**src/rtl/gpio_bank_pkg.sv**
```systemverilog
package gpio_bank_pkg;
  localparam int SET_PINS     = 32;
  localparam int BANK_PINS    = 16;
  localparam int BANK_EN_ADDR = 8;
  localparam int SET_BASE     = 16;
  localparam int SET_STRIDE   = 40;
  localparam int SET_WORDS    = 10;

  // word index inside one register set; the order is the software-visible layout
  typedef enum logic [3:0] {
    W_DIR  = 4'd0,
    W_OUT  = 4'd1,
    W_SETO = 4'd2,
    W_CLRO = 4'd3,
    W_IN   = 4'd4,
    W_SETR = 4'd5,
    W_CLRR = 4'd6,
    W_SETF = 4'd7,
    W_CLRF = 4'd8,
    W_STAT = 4'd9
  } word_e;
endpackage

```
**src/rtl/gpio_pin_sync.sv**
```systemverilog
module gpio_pin_sync #(
  parameter int W = 32
) (
  input  logic         clk,
  input  logic         rst_n,
  input  logic [W-1:0] async_i,
  output logic [W-1:0] sync_o
);
  logic [W-1:0] meta_q;
  logic [W-1:0] sync_q;

  always_ff @(posedge clk or negedge rst_n) begin
    if (!rst_n) begin
      meta_q <= '0;
      sync_q <= '0;
    end else begin
      meta_q <= async_i;
      sync_q <= meta_q;
    end
  end

  assign sync_o = sync_q;
endmodule

```
**src/rtl/gpio_edge_det.sv**
```systemverilog
module gpio_edge_det #(
  parameter int W = 32
) (
  input  logic         clk,
  input  logic         rst_n,
  input  logic [W-1:0] level_i,
  input  logic [W-1:0] rise_en_i,
  input  logic [W-1:0] fall_en_i,
  output logic [W-1:0] hit_o
);
  logic [W-1:0] prev_q;

  always_ff @(posedge clk or negedge rst_n) begin
    if (!rst_n) prev_q <= '0;
    else        prev_q <= level_i;
  end

  assign hit_o = (level_i & ~prev_q & rise_en_i) | (~level_i & prev_q & fall_en_i);
endmodule

```
**src/rtl/gpio_addr_dec.sv**
```systemverilog
module gpio_addr_dec
  import gpio_bank_pkg::*;
#(
  parameter int NUM_SETS = 2,
  parameter int ADDR_W   = 8,
  parameter int SEL_W    = 1
) (
  input  logic [ADDR_W-1:0] addr_i,
  output logic              hit_bank_en_o,
  output logic              hit_set_o,
  output logic [SEL_W-1:0]  set_idx_o,
  output word_e             word_o
);
  int unsigned a_int;

  always_comb begin
    a_int         = 32'(addr_i);
    hit_bank_en_o = (a_int == BANK_EN_ADDR);
    hit_set_o     = 1'b0;
    set_idx_o     = '0;
    word_o        = W_DIR;
    for (int s = 0; s < NUM_SETS; s++) begin
      if (a_int >= 32'(SET_BASE + SET_STRIDE * s) &&
          a_int <  32'(SET_BASE + SET_STRIDE * s + 4 * SET_WORDS) &&
          a_int[1:0] == 2'b00) begin
        hit_set_o = 1'b1;
        set_idx_o = SEL_W'(s);
        word_o    = word_e'(4'((a_int - 32'(SET_BASE + SET_STRIDE * s)) >> 2));
      end
    end
  end
endmodule

```
**src/rtl/gpio_reg_set.sv**
```systemverilog
module gpio_reg_set
  import gpio_bank_pkg::*;
(
  input  logic                clk,
  input  logic                rst_n,
  input  logic                wr_en_i,
  input  word_e               word_i,
  input  logic [31:0]         wr_data_i,
  output logic [31:0]         rd_data_o,
  input  logic [SET_PINS-1:0] pin_sync_i,
  output logic [SET_PINS-1:0] dir_o,
  output logic [SET_PINS-1:0] out_o,
  output logic [SET_PINS-1:0] rise_o,
  output logic [SET_PINS-1:0] fall_o,
  output logic [SET_PINS-1:0] stat_o
);
  logic [SET_PINS-1:0] dir_q, out_q, rise_q, fall_q, stat_q;
  logic [SET_PINS-1:0] edge_hit;
  logic [SET_PINS-1:0] stat_clr;

  gpio_edge_det #(.W(SET_PINS)) edge_i (
    .clk       (clk),
    .rst_n     (rst_n),
    .level_i   (pin_sync_i),
    .rise_en_i (rise_q),
    .fall_en_i (fall_q),
    .hit_o     (edge_hit)
  );

  assign stat_clr = (wr_en_i && word_i == W_STAT) ? wr_data_i : '0;

  always_ff @(posedge clk or negedge rst_n) begin
    if (!rst_n) begin
      dir_q  <= '1;
      out_q  <= '0;
      rise_q <= '0;
      fall_q <= '0;
      stat_q <= '0;
    end else begin
      // a fresh edge outranks a clear of the same bit
      stat_q <= (stat_q & ~stat_clr) | edge_hit;
      if (wr_en_i) begin
        unique case (word_i)
          W_DIR:  dir_q  <= wr_data_i;
          W_OUT:  out_q  <= wr_data_i;
          W_SETO: out_q  <= out_q | wr_data_i;
          W_CLRO: out_q  <= out_q & ~wr_data_i;
          W_SETR: rise_q <= rise_q | wr_data_i;
          W_CLRR: rise_q <= rise_q & ~wr_data_i;
          W_SETF: fall_q <= fall_q | wr_data_i;
          W_CLRF: fall_q <= fall_q & ~wr_data_i;
          default: ;
        endcase
      end
    end
  end

  always_comb begin
    unique case (word_i)
      W_DIR:                rd_data_o = dir_q;
      W_OUT, W_SETO, W_CLRO: rd_data_o = out_q;
      W_IN:                 rd_data_o = pin_sync_i;
      W_SETR, W_CLRR:       rd_data_o = rise_q;
      W_SETF, W_CLRF:       rd_data_o = fall_q;
      W_STAT:               rd_data_o = stat_q;
      default:              rd_data_o = '0;
    endcase
  end

  assign dir_o  = dir_q;
  assign out_o  = out_q;
  assign rise_o = rise_q;
  assign fall_o = fall_q;
  assign stat_o = stat_q;
endmodule

```
**src/rtl/gpio_bank_ctrl.sv**
```systemverilog
module gpio_bank_ctrl
  import gpio_bank_pkg::*;
#(
  parameter int NUM_SETS = 2,
  parameter int ADDR_W   = 8,
  localparam int PINS    = SET_PINS * NUM_SETS,
  localparam int BANKS   = PINS / BANK_PINS
) (
  input  logic              clk,
  input  logic              rst_n,
  input  logic              bus_wen,
  input  logic              bus_ren,
  input  logic [ADDR_W-1:0] bus_addr,
  input  logic [31:0]       bus_wdata,
  output logic [31:0]       bus_rdata,
  output logic              bus_rvalid,
  input  logic [PINS-1:0]   pin_in,
  output logic [PINS-1:0]   pin_out,
  output logic [PINS-1:0]   pin_oe,
  output logic [BANKS-1:0]  bank_irq
);
  localparam int SEL_W = (NUM_SETS > 1) ? $clog2(NUM_SETS) : 1;

  logic              hit_bank_en, hit_set;
  logic [SEL_W-1:0]  set_idx;
  word_e             word;
  logic [PINS-1:0]   pin_sync;
  logic [PINS-1:0]   dir_all, rise_all, fall_all, status_all;
  logic [31:0]       set_rd [NUM_SETS];
  logic [BANKS-1:0]  bank_en_q;
  logic [31:0]       rdata_q;
  logic              rvalid_q;

  gpio_addr_dec #(.NUM_SETS(NUM_SETS), .ADDR_W(ADDR_W), .SEL_W(SEL_W)) dec_i (
    .addr_i        (bus_addr),
    .hit_bank_en_o (hit_bank_en),
    .hit_set_o     (hit_set),
    .set_idx_o     (set_idx),
    .word_o        (word)
  );

  gpio_pin_sync #(.W(PINS)) sync_i (
    .clk     (clk),
    .rst_n   (rst_n),
    .async_i (pin_in),
    .sync_o  (pin_sync)
  );

  for (genvar s = 0; s < NUM_SETS; s++) begin : g_set
    logic set_wr;
    assign set_wr = bus_wen && hit_set && (set_idx == SEL_W'(s));
    gpio_reg_set set_i (
      .clk        (clk),
      .rst_n      (rst_n),
      .wr_en_i    (set_wr),
      .word_i     (word),
      .wr_data_i  (bus_wdata),
      .rd_data_o  (set_rd[s]),
      .pin_sync_i (pin_sync[s*SET_PINS +: SET_PINS]),
      .dir_o      (dir_all[s*SET_PINS +: SET_PINS]),
      .out_o      (pin_out[s*SET_PINS +: SET_PINS]),
      .rise_o     (rise_all[s*SET_PINS +: SET_PINS]),
      .fall_o     (fall_all[s*SET_PINS +: SET_PINS]),
      .stat_o     (status_all[s*SET_PINS +: SET_PINS])
    );
  end

  assign pin_oe = ~dir_all;

  for (genvar b = 0; b < BANKS; b++) begin : g_bank
    assign bank_irq[b] = bank_en_q[b] && (|status_all[b*BANK_PINS +: BANK_PINS]);
  end

  always_ff @(posedge clk or negedge rst_n) begin
    if (!rst_n) begin
      bank_en_q <= '0;
      rdata_q   <= '0;
      rvalid_q  <= 1'b0;
    end else begin
      if (bus_wen && hit_bank_en) bank_en_q <= bus_wdata[BANKS-1:0];
      rvalid_q <= bus_ren;
      if (bus_ren) begin
        if (hit_set)          rdata_q <= set_rd[set_idx];
        else if (hit_bank_en) rdata_q <= 32'(bank_en_q);
        else                  rdata_q <= '0;
      end
    end
  end

  assign bus_rdata  = rdata_q;
  assign bus_rvalid = rvalid_q;
endmodule

```
**config.mk**
```make
export PLATFORM = sky130hd
export DESIGN_NAME = gpio_bank_ctrl
export DESIGN_NICKNAME = d
export VERILOG_FILES = /design/src/rtl/gpio_bank_pkg.sv /design/src/rtl/gpio_pin_sync.sv /design/src/rtl/gpio_edge_det.sv /design/src/rtl/gpio_addr_dec.sv /design/src/rtl/gpio_reg_set.sv /design/src/rtl/gpio_bank_ctrl.sv
export SDC_FILE = /design/constraint.sdc
export NUM_CORES = 1
export LEC_CHECK = 0
export ABC_AREA = 1
export BUFFER_PORTS_ARGS = -buffer_cell sky130_fd_sc_hd__clkbuf_2
export CELL_PAD_IN_SITES_DETAIL_PLACEMENT = 1
export CELL_PAD_IN_SITES_GLOBAL_PLACEMENT = 1
export CORE_ASPECT_RATIO = 1.25
export CORE_MARGIN = 2
export CORE_UTILIZATION = 32
export CTS_BUF_LIST = sky130_fd_sc_hd__clkbuf_4
export DETAILED_ROUTE_END_ITERATION = 16
export GPL_ROUTABILITY_DRIVEN = 1
export PLACE_DENSITY_LB_ADDON = 0.05
export RECOVER_POWER = 50
export SLEW_MARGIN = 0
export SYNTH_ARGS = -nofsm -noshare
export SYNTH_HDL_FRONTEND = slang
export SYNTH_HIERARCHICAL = 1
export SYNTH_SLANG_ARGS = --single-unit
```
**constraint.sdc**
```tcl
create_clock -name clk -period 1.6 [get_ports clk]
set_input_delay 0.08 -clock clk [delete_from_list [all_inputs] [get_ports clk]]
set_output_delay 0.08 -clock clk [all_outputs]
set_load 0.03 [all_outputs]
```
==> results.toml, run 1 <==
[outcome]
status = "finished with violations"
violations = "negative hold slack, negative setup slack"

[yosys]
async_flop_share = 1.00
synth-seq-area-share = 0.528
synth_flop_cell = "dfrtp_1"
synthesis.nets = 3470
yosys_warnings = 6
synth_cells = 3358
synth_area_per_cell_um2 = 7.79
synthDistinctLibCells = 29
synth_edf_count = 0
syn_area_um2 = 26200
synth_seq_cells = 549

[critical_path]
r2r_slack_ns = 0.01
worstReg2RegStart = "g_set[0].set_i/dir_o[17]"
crit_family = "flip-flops"
worstRegToRegCells = 8
cp_slowest_cell = "dfrtp_1"
worstPathMaxFanout = 2
worst_r2r_endpoint = "bus_rdata[17]"
worstSetupPathDepth = 5
path_class = "reg2out"
end_kind = "primary output"
critPathBufInv = 1
crit_path_end = "bank_irq[1]"
required_ns = 1.52
max_stage_delay_ns = 0.40
worstSetupStartpoint = "g_set[0].set_i/stat_o[19]"
cp.arrival_ns = 2.08
cp-start-kind = "flop"
crit_chain = "nor2_1, nand2_2, nor2_4, a21oi_2, clkbuf_8"

[detailed_routing]
vias = 26900
post_drt_via_cell_ratio = 4.93
drcViolationCount = 0
dr.pass1.iters = 4
ant_nets = 0
wirelength_um = 114000
drtIter0Drc = 1349
wl_per_cell_um = 21.0

[place]
gp_congestion = 0.846
dp_cells = 4748
io_buffers = 272
dp_worst_setup_slack_ns = -1.09
dp_hpwl_um = 74900

[sta]
setup-tns-final_ns = -173.67
drv_slew = 0
setup_viol = 997
relSlewSlack = 0.544
setup_slack_ns = -0.556
fin_crit_sh = 1.35
hold_violations = 28
worst_pin_slew_ns = 0.684
hold-worst-slack_ns = -0.147
fin_crit_ns = 2.16
max_freq_ghz = 0.464
grt_setup_unrepaired = "true"
final.setup_skew_ns = 0.0621

[grt]
antenna_found_initial = 2
grt_max_degree = 83
grt_use_met2 = 0.449
grt_pass1_vias = 28900
use_met3 = 0.0434
grt-ovfl-total = 0
grt.busiest_layer = "met2"
grt_first_pass_wirelength_um = 170000
grtUsageTotal = 0.267
gr-usage-met1 = 0.351

[clock_tree]
cts_made_buffers = 159
cts-root-buf = "clkbuf_4"
hold_buffers = 187
insertion_delay_ns = 1.05
cts.reportedPaths.clkPinSlew_ns = 0.07
htreeDepth = 4
clock_sinks = 549
cts_tree = "done"
clock_path_buffers = 3

[layout]
areaGrowthSynthToFinish_pct = 47.8
stdcell_count = 5442
layout_commonest_cell = "nand2_1"
nNetsFinal = 4346
fin_util = 0.476
final_cell_mix = "nand2_1 (1,048), dfrtp_1 (467), nand3_1 (390)"
drive_gt1_frac = 0.289

[floorplanning]
placement_rows = 117
start_util = 0.322
ios = 273
die_h_um = 324
die_area_um2 = 84100
fp.coreArea_um2 = 81200
die_w_um = 260

[min_path]
hold_path.class = "in2reg"

[job]
drv_cap = 0

[power]
p_leak_nw = 19.4
powerDensity_nw_per_um2 = 1000
ir_drop_mv = 0.704
[cells by family (layout without fill, tap and decap cells)]
kind of cell    count (synthesis)  count (layout)  synth area share
simple gates                 1956            1956             0.324
buf+inv                       595            1603            0.0900
flops                         549             549             0.528
compound gates                253             253            0.0555
fa+ha+maj                       4               4           0.00191
xor+xnor                        1               1          0.000335
other cells                     0               5                 0
[per-stage QoR]
stage	power (mW)	instance area, um^2
6_report	38.7	38700
5_1_grt	40.6	38700
3_3_place_gp	21.7	31000
4_1_cts	38.5	37700
2_1_floorplan	18.9	27000
3_5_place_dp	21.8	31000
[cell usage after synthesis (8+ instances only)]
master,n,area share
dfrtp_1,485,0.46
nand4_1,192,0.046
buf_1,18,0.0026
o21ai_1,17,0.0033
buf_2,46,0.0088
o31ai_1,8,0.0023
o31ai_2,20,0.0096
o21ai_0,174,0.033
dfstp_2,64,0.064
a21oi_1,30,0.0057
nor2_1,250,0.036
nand3_1,409,0.078
clkbuf_1,100,0.014
inv_1,411,0.059
nand2_1,1073,0.15
nor2_2,12,0.0029
buf_4,9,0.0026
[routing by layer]
metal | part of all wire | wire, um
met2 | 0.49 | 56200
met3 | 0.041 | 4640
met1 | 0.44 | 50600
met4 | 0.024 | 2780
met5 | 0 | 0
[layout make-up]
type | instances | area [um^2]
Antenna cell | 5 | 12.5
Clock buffer | 239 | 1790
Clock inverter | 54 | 373
Fill cell | 9728 | 42600
Inverter | 418 | 1580
Multi-Input combinational cell | 2214 | 10500
Sequential cell | 549 | 13800
Tap cell | 1071 | 1340
Timing Repair Buffer | 892 | 9220
[report_power, final]
part | switching (mW) | total, mW | internal [mW]
combinational | 4.67 | 8.39 | 3.72
sequential | 0.842 | 15.9 | 15.0
clock | 6.74 | 14.4 | 7.67
[worst min path at each step]
stage	from	end	slack, ns	depth (start not counted)
finish	bus_addr[0]	bus_rdata[20]	-0.15	7
CTS	bus_addr[7]	bus_rdata[20]	-0.13	7
global route	bus_addr[0]	bus_rdata[20]	-0.19	7
detailed placement	rst_n	sync_i/meta_q[38]	-0.005	1
global placement	rst_n	sync_i/meta_q[38]	0.0009	1
floorplan	rst_n	bank_en_q[0]	-0.22	0
[tightest hold or removal path, cell delays in order]
cell and delay (ns):
clkbuf_2 0.10, nor2_4 0.05, nand3_4 0.09, nor2_8 0.07, buf_6 0.21, nor2_1 0.15, o31ai_1 0.08
[timing repair]
item / in CTS / in global routing
gates cloned: 0 / 8
hold endpoints to repair: 970 / 32
buffers inserted: 148 / 58
resized for setup: 434 / 211
setup endpoints to repair: 165 / 517
pin swaps: 16 / 28
Power figures use the tool's default switching activity.
==> run 2: changes to the inputs <==
--- a/config.mk
+++ b/config.mk
@@ -11,11 +11,11 @@
 export CELL_PAD_IN_SITES_GLOBAL_PLACEMENT = 1
 export CORE_ASPECT_RATIO = 1.25
 export CORE_MARGIN = 2
-export CORE_UTILIZATION = 32
+export CORE_UTILIZATION = 45
 export CTS_BUF_LIST = sky130_fd_sc_hd__clkbuf_4
 export DETAILED_ROUTE_END_ITERATION = 16
-export GPL_ROUTABILITY_DRIVEN = 1
-export PLACE_DENSITY_LB_ADDON = 0.05
+export GPL_ROUTABILITY_DRIVEN = 0
+export PLACE_DENSITY = 0.91
 export RECOVER_POWER = 50
 export SLEW_MARGIN = 0
 export SYNTH_ARGS = -nofsm -noshare
==> results.toml, run 2 <==
[yosys]
async_flop_share = 1.00
synthesis.nets = 3470
syn_area_um2 = 26200
synth_area_per_cell_um2 = 7.79
yosys-top-cells-area = "dfrtp_1 (46%), nand2_1 (15%), nand3_1 (7.8%)"
synth_top_cells_by_count = "nand2_1 (1,073), dfrtp_1 (485), inv_1 (411)"
synthDistinctLibCells = 29
synth_cells = 3358
yosys_warnings = 6
synth_seq_cells = 549
yosysMostFrequentCell = "nand2_1"
synth_edf_count = 0
yosys.area.top_type_share = 0.464
synth_flop_cell = "dfrtp_1"
yosys.area.top_type = "dfrtp_1"
synth-seq-area-share = 0.528

[outcome]
firstError = "[ERROR GRT-0232] Routing congestion too high. Check the congestion heatmap in the GUI."
status = "did not finish"
haltStage = "global routing"

[place]
dp_hpwl_um = 71000
dp_cells = 4381
io_buffers = 272

[floorplanning]
die_w_um = 220
ios = 273
placement_rows = 98
start_util = 0.456
die_h_um = 274

[sta]
worst_endpoint = "bank_irq[3]"
endpoint_type = "primary output"

[grt]
grtUsageTotal = 0.907
grt_max_degree = 68
grt-ovfl-total = 833

[clock_tree]
clock_sinks = 549
cts-root-buf = "clkbuf_4"
cts_made_buffers = 146
clock_path_buffers = 3
htreeDepth = 4
[run 2: cell counts after synthesis]
Identical to the previous run, type by type.
[run 2: stage by stage]
stage | area (um^2) | utilization | setup slack [ns] | hold slack (ns)
after floorplan | 27000 | - | -0.480 | -0.216
after global placement | 30200 | 0.526 | -0.933 | 0.00413
after detailed placement | 30200 | 0.526 | -1.08 | 0.00201
after CTS | 36900 | 0.642 | -0.607 | -0.126
[run 2: kinds of logic after synthesis]
logic type / after synthesis / synth area share
and+or+nand+nor: 1956 / 0.324
buffers and inverters: 595 / 0.0900
xor gates and xnor gates: 1 / 0.000335
DFF: 549 / 0.528
adders and majority gates: 4 / 0.00191
AOI/OAI and AO/OA: 253 / 0.0555
[run 2: what timing repair did]
item,4_1_cts
endpoints found under the hold margin,970
cloned,4
pin swaps,31
buffers inserted,158
endpoints found under the setup margin,196
hold buffers,170
resized for setup,462
[run 2: routing by layer]
layer,track usage,GRT overflow
met1,0.886,21
met2,1.01,450
met3,0.816,34
met4,0.954,322
met5,0.555,6
==> run 3: changes to the inputs <==
--- a/config.mk
+++ b/config.mk
@@ -7,15 +7,11 @@
 export LEC_CHECK = 0
 export ABC_AREA = 1
 export BUFFER_PORTS_ARGS = -buffer_cell sky130_fd_sc_hd__clkbuf_2
-export CELL_PAD_IN_SITES_DETAIL_PLACEMENT = 1
-export CELL_PAD_IN_SITES_GLOBAL_PLACEMENT = 1
-export CORE_ASPECT_RATIO = 1.25
 export CORE_MARGIN = 2
-export CORE_UTILIZATION = 45
-export CTS_BUF_LIST = sky130_fd_sc_hd__clkbuf_4
+export CORE_UTILIZATION = 40
 export DETAILED_ROUTE_END_ITERATION = 16
 export GPL_ROUTABILITY_DRIVEN = 0
-export PLACE_DENSITY = 0.91
+export PLACE_DENSITY_LB_ADDON = 0.15
 export RECOVER_POWER = 50
 export SLEW_MARGIN = 0
 export SYNTH_ARGS = -nofsm -noshare
==> results.toml, run 3 (synthesis results as in run 1) <==
[clock_tree]
cts-root-buf = "clkbuf_16"
cts.reportedPaths.clkPinSlew_ns = 0.06
cts_made_buffers = 66
cts_tree = "done"
clock_path_buffers = 3
htreeDepth = 3
insertion_delay_ns = 0.61
clock_sinks = 549

[critical_path]
cp.arrival_ns = 2.48
critPathBufInv = 7
end_kind = "flop"
path_class = "in2reg"
cp-start-kind = "input pin"
max_stage_delay_ns = 0.27
worstPathMaxFanout = 8
crit_chain = "buf_6, nor2_4, nand3_4, nor2_4, o21ai_4, buf_6, buf_6, nor2_4, buf_12, buf_16, nand3_4, a21oi_4, buf_12, clkbuf_16, nand2_2, nand2_1"
crit_family = "buffers and inverters"
cp_slowest_cell = "nor2_4"
required_ns = 2.14

[sta]
grt_setup_unrepaired = "true"
max_freq_ghz = 0.514
final.setup_skew_ns = 0.0124
hold-worst-slack_ns = 0.0589
worst_pin_slew_ns = 1.07
hold_violations = 0
fin_crit_ns = 1.94
setup_viol = 349
fin_crit_sh = 1.21
relSlewSlack = 0.288
drv_slew = 0
setup_slack_ns = -0.344

[job]
drv_cap = 0

[detailed_routing]
dr.pass1.iters = 7
drcViolationCount = 0
vias = 25300
ant_nets = 0
wirelength_um = 99900
drtIter0Drc = 2314
post_drt_via_cell_ratio = 5.18
wl_per_cell_um = 20.5

[grt]
antenna_found_initial = 0
grt_first_pass_wirelength_um = 141000
grtUsageTotal = 0.273
grt_pass1_vias = 22900
grt-ovfl-total = 0
grt_max_degree = 71

[place]
io_buffers = 272
dp_worst_setup_slack_ns = -1.15
dp_hpwl_um = 61000
dp_cells = 4502
place_area_um2 = 30400

[power]
ir_drop_mv = 0.877
p_leak_nw = 18.4
totalPowerFinal_mw = 37.3
powerDensity_nw_per_um2 = 1010

[outcome]
status = "finished with violations"
violations = "negative setup slack"

[layout]
fillCellCount = 5897
final_cell_mix = "nand2_1 (917), dfrtp_1 (485), inv_1 (392)"
nNetsFinal = 4078
multi_input_area_um2 = 11500
areaGrowthSynthToFinish_pct = 41.6
post-route-cell-area_um2 = 37100
stdcell_count = 4874
drive_gt1_frac = 0.289
regArea_um2 = 13800
layout_commonest_cell = "nand2_1"

[floorplanning]
placement_rows = 93
die_h_um = 260
die_area_um2 = 67500
die_w_um = 260
start_util = 0.405
fp.coreArea_um2 = 64600
ios = 273

[min_path]
hold_path.class = "in2reg"
run 3: per-stage QoR:
stage	TNS [ns]	util
final	-46.50	0.574
after global routing	-76.41	0.574
after CTS	-29.73	0.544
after detailed placement	-288.62	0.470
after global placement	-277.71	0.470
after floorplan	-88.16	-
run 3: worst paths after layout:
path                                         startpoint                  endpoint  slack (ns)  cells past startpoint
worst max register to register  g_set[0].set_i/dir_o[0]              bus_rdata[0]        0.30                      8
worst max-delay path                        bus_addr[1]  g_set[0].set_i/out_o[22]       -0.34                     16
min in group asynchronous                         rst_n   g_set[1].set_i/dir_o[6]        0.51                      2
worst min register to register        sync_i/meta_q[18]         sync_i/sync_o[18]        0.34                      0
max in group asynchronous                         rst_n                 async pin       -0.07                      3
worst min-delay path                            bus_wen              bank_en_q[0]        0.06                      3
run 3: cell type report:
cell class / instances / area share
Clock inverter: 10 / 0.00331
Antenna cell: 1 / 0.0000675
Tap cell: 855 / 0.0289
Inverter: 418 / 0.0426
Sequential cell: 549 / 0.373
Multi-Input combinational cell: 2217 / 0.309
Timing Repair Buffer: 714 / 0.188
Clock buffer: 110 / 0.0551
run 3: layer usage:
layer	GRT usage	vias to the layer above	part of all wire
li1	-	12000	-
met1	0.404	12100	0.44
met2	0.410	984	0.45
met3	0.0448	169	0.073
met4	0.0821	0	0.032
met5	0	-	0
run 3: worst register-to-register path: cells and delay by family, from the launching register on:
| kind | cells | cell delay, ns |
|---|---|---|
| AOI/OAI and AO/OA | 2 | 0.16 |
| and+or+nand+nor | 6 | 0.50 |
| DFF | 1 | 0.56 |
run 3: power by group:
part	internal (mW)	total (mW)	leakage, nW	switching, mW
logic	2.16	6.36	10.7	4.21
registers	15.0	15.9	6.61	0.853
clock network	9.03	15.1	1.06	6.05
run 3: timing repair:
item / in CTS / in global routing
endpoints found under the hold margin: 726 / 0
hold buffers: 97 / 0
setup buffers: 64 / 55
resized for setup: 148 / 377
setup endpoints to repair: 343 / 373
pin swaps: 86 / 177
cloned: 18 / 32
